==> config.mk <==
export PLATFORM = sky130hd
export DESIGN_NAME = extint_pin_ctrl
export DESIGN_NICKNAME = d
export VERILOG_FILES = /design/src/rtl/extint_pkg.sv /design/src/rtl/extint_sync.sv /design/src/rtl/extint_detect.sv /design/src/rtl/extint_wake.sv /design/src/rtl/extint_pin_ctrl.sv
export SDC_FILE = /design/constraint.sdc
export NUM_CORES = 1
export LEC_CHECK = 0
export BUFFER_PORTS_ARGS = -buffer_cell sky130_fd_sc_hd__buf_2
export CAP_MARGIN = 40
export CORE_AREA = 2 2 39 41
export DETAILED_ROUTE_END_ITERATION = 10
export DIE_AREA = 0 0 41 43
export PLACE_DENSITY = 0.53
export SLEW_MARGIN = 15
export SYNTH_ARGS = -nofsm -noshare
export SYNTH_HDL_FRONTEND = slang
export SYNTH_SLANG_ARGS = --single-unit
==> constraint.sdc <==
create_clock -name clk -period 0.82 [get_ports clk]
set_input_delay 0.123 -clock clk [delete_from_list [all_inputs] [get_ports clk]]
set_output_delay 0.123 -clock clk [all_outputs]
set_load 0.05 [all_outputs]
==> src/rtl/extint_pkg.sv <==
package extint_pkg;
  localparam int CTL_W = 5;

  typedef struct packed {
    logic ack;
    logic irq_en;
    logic lvl_mode;
    logic pol_rise;
    logic pin_en;
  } ctl_t;
endpackage

==> src/rtl/extint_sync.sv <==
module extint_sync #(
  parameter int STAGES = 2
) (
  input  logic clk,
  input  logic rst,
  input  logic d_i,
  output logic q_o
);
  logic [STAGES-1:0] stg;

  for (genvar i = 0; i < STAGES; i++) begin : g_stage
    if (i == 0) begin : g_first
      always_ff @(posedge clk) begin
        if (rst) stg[i] <= 1'b0;
        else     stg[i] <= d_i;
      end
    end else begin : g_next
      always_ff @(posedge clk) begin
        if (rst) stg[i] <= 1'b0;
        else     stg[i] <= stg[i-1];
      end
    end
  end

  assign q_o = stg[STAGES-1];
endmodule

==> src/rtl/extint_detect.sv <==
module extint_detect (
  input  logic clk,
  input  logic rst,
  input  logic lvl_i,
  input  logic en_i,
  input  logic pol_rise_i,
  input  logic lvl_mode_i,
  input  logic rearm_i,
  output logic evt_o,
  output logic active_o
);
  logic act;
  logic hist_q;

  assign act      = pol_rise_i ? lvl_i : ~lvl_i;
  assign active_o = act;

  // history parked at "already active" while disabled or on a config change
  always_ff @(posedge clk) begin
    if (rst)                  hist_q <= 1'b1;
    else if (!en_i || rearm_i) hist_q <= 1'b1;
    else                      hist_q <= act;
  end

  assign evt_o = en_i & ((act & ~hist_q) | (lvl_mode_i & act));

  // a config change yields no edge event on the following cycle
  p_rearm_quiet_r9: assert property (@(posedge clk) disable iff (rst)
    rearm_i |=> (!evt_o || lvl_mode_i));
endmodule

==> src/rtl/extint_wake.sv <==
module extint_wake (
  input  logic pin_i,
  input  logic stop_i,
  input  logic en_i,
  input  logic pol_rise_i,
  output logic wake_o
);
  logic raw_act;

  assign raw_act = pol_rise_i ? pin_i : ~pin_i;
  assign wake_o  = stop_i & en_i & raw_act;
endmodule

==> src/rtl/extint_pin_ctrl.sv <==
module extint_pin_ctrl
  import extint_pkg::*;
#(
  parameter int SYNC_STAGES = 2
) (
  input  logic             clk,
  input  logic             rst,
  input  logic             pin_i,
  input  logic             stop_i,
  input  logic             ctl_we_i,
  input  logic [CTL_W-1:0] ctl_wdata_i,
  output logic             flag_o,
  output logic             irq_o,
  output logic             pin_lvl_o,
  output logic             pull_dn_o,
  output logic             wake_o
);
  ctl_t wr;
  ctl_t cfg_q, cfg_n;
  logic ack_wr, rearm;
  logic sync_lvl, evt, active;
  logic flag_q, flag_n, irq_q, lvl_q;

  assign wr     = ctl_t'(ctl_wdata_i);
  assign ack_wr = ctl_we_i & wr.ack;
  assign rearm  = ctl_we_i & ((wr.pol_rise != cfg_q.pol_rise) |
                              (wr.lvl_mode != cfg_q.lvl_mode));

  always_comb begin
    cfg_n = cfg_q;
    if (ctl_we_i) begin
      cfg_n     = wr;
      cfg_n.ack = 1'b0;
    end
  end

  extint_sync #(.STAGES(SYNC_STAGES)) u_sync (
    .clk (clk),
    .rst (rst),
    .d_i (pin_i),
    .q_o (sync_lvl)
  );

  extint_detect u_det (
    .clk        (clk),
    .rst        (rst),
    .lvl_i      (sync_lvl),
    .en_i       (cfg_q.pin_en),
    .pol_rise_i (cfg_q.pol_rise),
    .lvl_mode_i (cfg_q.lvl_mode),
    .rearm_i    (rearm),
    .evt_o      (evt),
    .active_o   (active)
  );

  extint_wake u_wake (
    .pin_i      (pin_i),
    .stop_i     (stop_i),
    .en_i       (cfg_q.pin_en),
    .pol_rise_i (cfg_q.pol_rise),
    .wake_o     (wake_o)
  );

  // event has priority over acknowledge
  always_comb begin
    flag_n = flag_q;
    if (evt)         flag_n = 1'b1;
    else if (ack_wr) flag_n = 1'b0;
  end

  always_ff @(posedge clk) begin
    if (rst) begin
      cfg_q  <= '0;
      flag_q <= 1'b0;
      irq_q  <= 1'b0;
      lvl_q  <= 1'b0;
    end else begin
      cfg_q  <= cfg_n;
      flag_q <= flag_n;
      irq_q  <= flag_n & cfg_n.irq_en;
      lvl_q  <= cfg_n.pin_en & sync_lvl;
    end
  end

  assign flag_o    = flag_q;
  assign irq_o     = irq_q;
  assign pin_lvl_o = lvl_q;
  assign pull_dn_o = cfg_q.pol_rise;

  // flag can only rise while the pin was enabled
  p_off_no_set_r2: assert property (@(posedge clk) disable iff (rst)
    $rose(flag_q) |-> $past(cfg_q.pin_en));

  // acknowledge without a competing event clears the flag
  p_ack_clear_r7: assert property (@(posedge clk) disable iff (rst)
    (ack_wr && !evt) |=> !flag_q);

  // event wins over a same-edge acknowledge
  p_evt_wins_r8: assert property (@(posedge clk) disable iff (rst)
    (ack_wr && evt) |=> flag_q);

  // active level in level mode keeps the flag set
  p_level_hold_r5: assert property (@(posedge clk) disable iff (rst)
    (cfg_q.pin_en && cfg_q.lvl_mode && active) |=> flag_q);
endmodule

# == Word-level counts from Yosys, hierarchy flattened ==
# Index checks and enable logic that the tools add are counted.
# totals
regBits,10
latch_bits,0
ram_bits,0
romBits,0
wordCells,34
memories,0
# op_classes
addsub,0
n_mul,0
n_div,0
order_cmp,0
n_eq_ne,2
shift,0
n_mux,5
bitwise_logic,14
reduce_logical,3
# ops
operator,n
AND 1 bit,9
2-to-1 mux 1 bit,4
2-to-1 mux 4 bit,1
inverter 1 bit,3
inequality test 1 bit,2
bitwise OR 1 bit,2
OR reduction 2 bit,1
logical NOT 1 bit,1
logical OR 1 bit,1

# == Logic depth before layout (Yosys ltp) ==
# depth
ltp_word,7
ltp_mapped,4
depth_no_buf,3

# == Hierarchy ==
# From an unflattened synthesis, not the netlist that was laid out.
# unflattened
cells_unflattened,35
area_unflattened_um2,390.4
# modules_own_cells
module,instances,cells_each,area_per_inst_um2
extint_pin_ctrl,1,24,270.3
extint_detect,1,5,52.6
extint_sync,1,4,52.6
extint_wake,1,2,15.0

# == Worst setup path before layout ==
# Ideal clock, no wire load.
# synth_path
path_type,reg2out
startpoint,register cfg_q (netlist bit pull_dn_o)
endpoint,output wake_o
t_arrival_ps,1342
slack_ps,-645
path_stages_with_launch,3
cell_sequence,dfxtp_1 xnor2_1 and3_1
# synth_via
elab_chain_len,2
# synth_rtl
element,line,source
from (decl),extint_pin_ctrl.sv:19,"ctl_t cfg_q, cfg_n;"
from (signal assigned),extint_pin_ctrl.sv:78,cfg_q <= cfg_n;
2-to-1 mux 1 bit,extint_wake.sv:10,assign raw_act = pol_rise_i ? pin_i : ~pin_i;
AND 1 bit,extint_wake.sv:11,assign wake_o = stop_i & en_i & raw_act;
to (decl),extint_pin_ctrl.sv:16,output logic wake_o
# Every way passes these cells.

# == Worst setup path after layout ==
# Ends and elaborated chain as after synthesis.

==> impl_metrics.toml <==
[synth]
synth_warnings = 0
postSynth.asyncResetShare_pct = 0
syn_area_um2 = 370
ys_seq_area_share_pct = 54.1
synth_top_flop_cell = "dfxtp_1"
synth_area_leaders = "dfxtp_1, mux2i_1, nor2_1, xnor2_1, xor2_1"
synth_top_area_share_pct = 54.1
yosysUniqueCellTypes = 16
ys_ff_latch = 10
yosys.area.top_type = "dfxtp_1"
synth-edff-count = 0
syn_avg_cell_area_um2 = 10.3
synthesis.nets = 46
syn_inst = 36

[power]
p_sw_share_pct = 24.8
vdd_drop_max_mv = 0.636
comb_power_share_pct = 16.0
clkPwrFrac_pct = 34.2
p_leak_nw = 0.281
p_per_area_nw_per_um2 = 1700
p_total_w = 0.00104
seqPwrFrac_pct = 49.8
p_switching_w = 0.000257
intPower_w = 0.000779

[global_route]
grt_pass1_vias = 276
grt_overflow = 0
grt_use_total_pct = 11.2
grt_max_degree = 10
antenna_found_initial = 0
grt_pass1_wl_um = 1190

[critical_path]
worstPathRequired_ns = 0.70
slowest_stage = "dfxtp_4"
worstPathCellList = "xnor2_2, and3_4, buf_8"
cp_data_arrival_time_ns = 1.05
crit_type = "flip-flop to output pin"
startpoint_type = "flip-flop"
endpoint_kind = "output pin"
crit_family = "flip-flops"
crit_path_max_fanout = 2
crit_buf_inv = 1
cpPeakStageDelay_ns = 0.35

[finish]
seqCellArea_um2 = 209
finalNetCount = 69
drive_gt1_share_pct = 56.9
multiInputGateArea_um2 = 191
syn_to_final_growth_pct = 64.2
num_antenna_cells = 0
nFillCells = 139
mostFrequentLayoutCell = "buf_2"
mostFrequentLayoutCells = "buf_2, buf_4, nor2_1, dfxtp_1"

[routing]
drc_errors = 0
wl_per_cell_um = 10.0
vias = 312
postRouteAntennaNets = 0
dr.pass1.iters = 1
vias_per_cell = 4.22
drt_iter0_drc = 0
wirelength_um = 740

[clocking]
h-tree-depth = 1
cts_buffers = 3
cts_num_sinks = 10
clockBufferDepth = 2
cts_root_buf = "clkbuf_4"
clk_latency_ns = 0.26
cts_tree = "built"
clk_pin_slew_ns = 0.07

[floorplan]
pin_count = 15
die_x_um = 41
die_area_um2 = 1760
start_util_pct = 26.8
die_h_um = 43
coreArea_um2 = 1380
num_rows = 14

[min_path]
hold_class = "primary input to flip-flop"

[status]
status = "finished with violations"
violations = "negative setup slack"

[placed_design]
gp_congestion = 0.653
port_buffers = 14
dp_hpwl_um = 524
place_ws_ns = -0.226

[timing]
finalHoldViolCount = 0
setup_viol = 9
skew_ns = 0.000806
rsz0062_at_grt = "true"
worst_slew_pin_slew_ns = 0.227
slew_headroom_pct = 84.4
drv_slew = 0
final.min_clock_period_ns = 1.17
worst_slack_ns = -0.350
finalCritPeriodShare_pct = 143
fmaxAchievable_mhz = 855

[job]
maxCapViolations = 0
## cell type report
| class | instances | share of cell area [%] |
|---|---|---|
| multi-input combinational | 24 | 31.5 |
| sequential | 10 | 34.4 |
| tap | 16 | 3.29 |
| timing repair buffer | 20 | 26.5 |
| clock buffer | 4 | 4.32 |
## power by group through the flow
stage | combinational (W) | clock, W | sequential, W
5_1_grt | 0.000182 | 0.000401 | 0.000518
3_5_place_dp | 0.000132 | 0 | 0.000526
2_1_floorplan | 0.0000639 | 0 | 0.000542
3_3_place_gp | 0.000133 | 0 | 0.000525
6_report | 0.000165 | 0.000354 | 0.000516
4_1_cts | 0.000157 | 0.000375 | 0.000515
## worst paths after layout
| check | startpoint | endpoint | slack, ns | cells after the start |
|---|---|---|---|---|
| max | pull_dn_o$_SDFFE_PP0P_ | wake_o | -0.35 | 3 |
| min | ctl_wdata_i[2] | cfg_q[2]$_SDFFE_PP0P_ | 0.12 | 3 |
| max reg2reg | pull_dn_o$_SDFFE_PP0P_ | u_det.hist_q$_SDFF_PP1_ | -0.23 | 5 |
| min reg2reg | u_sync.stg[0]$_SDFF_PP0_ | u_sync.q_o$_SDFF_PP0_ | 0.44 | 1 |
## worst min-delay path: stages
cell	delay, ns
buf_2	0.09
mux2i_1	0.06
nor2_1	0.07
## cell families (layout without fill, tap and decap cells)
kind of cell,count (synthesis),in the layout,share of synthesized area (%)
simple gates,14,14,18.9
flops,10,10,54.1
xor+xnor,4,4,9.46
mux,4,4,10.8
compound gates,2,2,3.72
buf+inv,2,24,3.04
## state kept, by name, summed over array words and instances (netlist names)
register / flops
pin_lvl_o: 1
pull_dn_o: 1
u_det.hist_q: 1
cfg_q: 3
u_sync.stg: 1
flag_o: 1
u_sync.q_o: 1
irq_o: 1
## layer usage
layer	up-vias	track usage (%)	part of all wire [%]
met2	7	14.1	56
met4	0	12.0	1.9
li1	162	-	-
met5	-	0	0
met1	141	12.7	37
met3	2	4.71	4.3
## synth_stat cells, drive strengths merged (2+ instances only)
cell type / count
dfxtp: 10
mux2i: 4
nand2: 2
nor2: 5
nor2b: 2
xnor2: 2
xor2: 2
## metrics by stage
stage | setup TNS [ns] | cells | cell area [µm²] | hold WS (ns) | util (%)
floorplan | -0.523 | 36 | 379 | 0.251 | -
global placement | -0.506 | 68 | 488 | 0.381 | 35.3
detailed placement | -0.529 | 68 | 488 | 0.376 | 35.3
CTS | -1.54 | 73 | 576 | 0.120 | 41.6
global route | -1.87 | 74 | 608 | 0.142 | 43.9
finish | -1.42 | 74 | 608 | 0.122 | 43.9
## repair_timing
action / CTS / global route
hold buffers: 0 / 0
endpoints found under the setup margin: 8 / 10
setup buffers: 1 / 1
hold endpoints to repair: 0 / 0
pin swaps: 3 / 2
gates resized for setup: 17 / 6
Power figures use the tool's default switching activity.
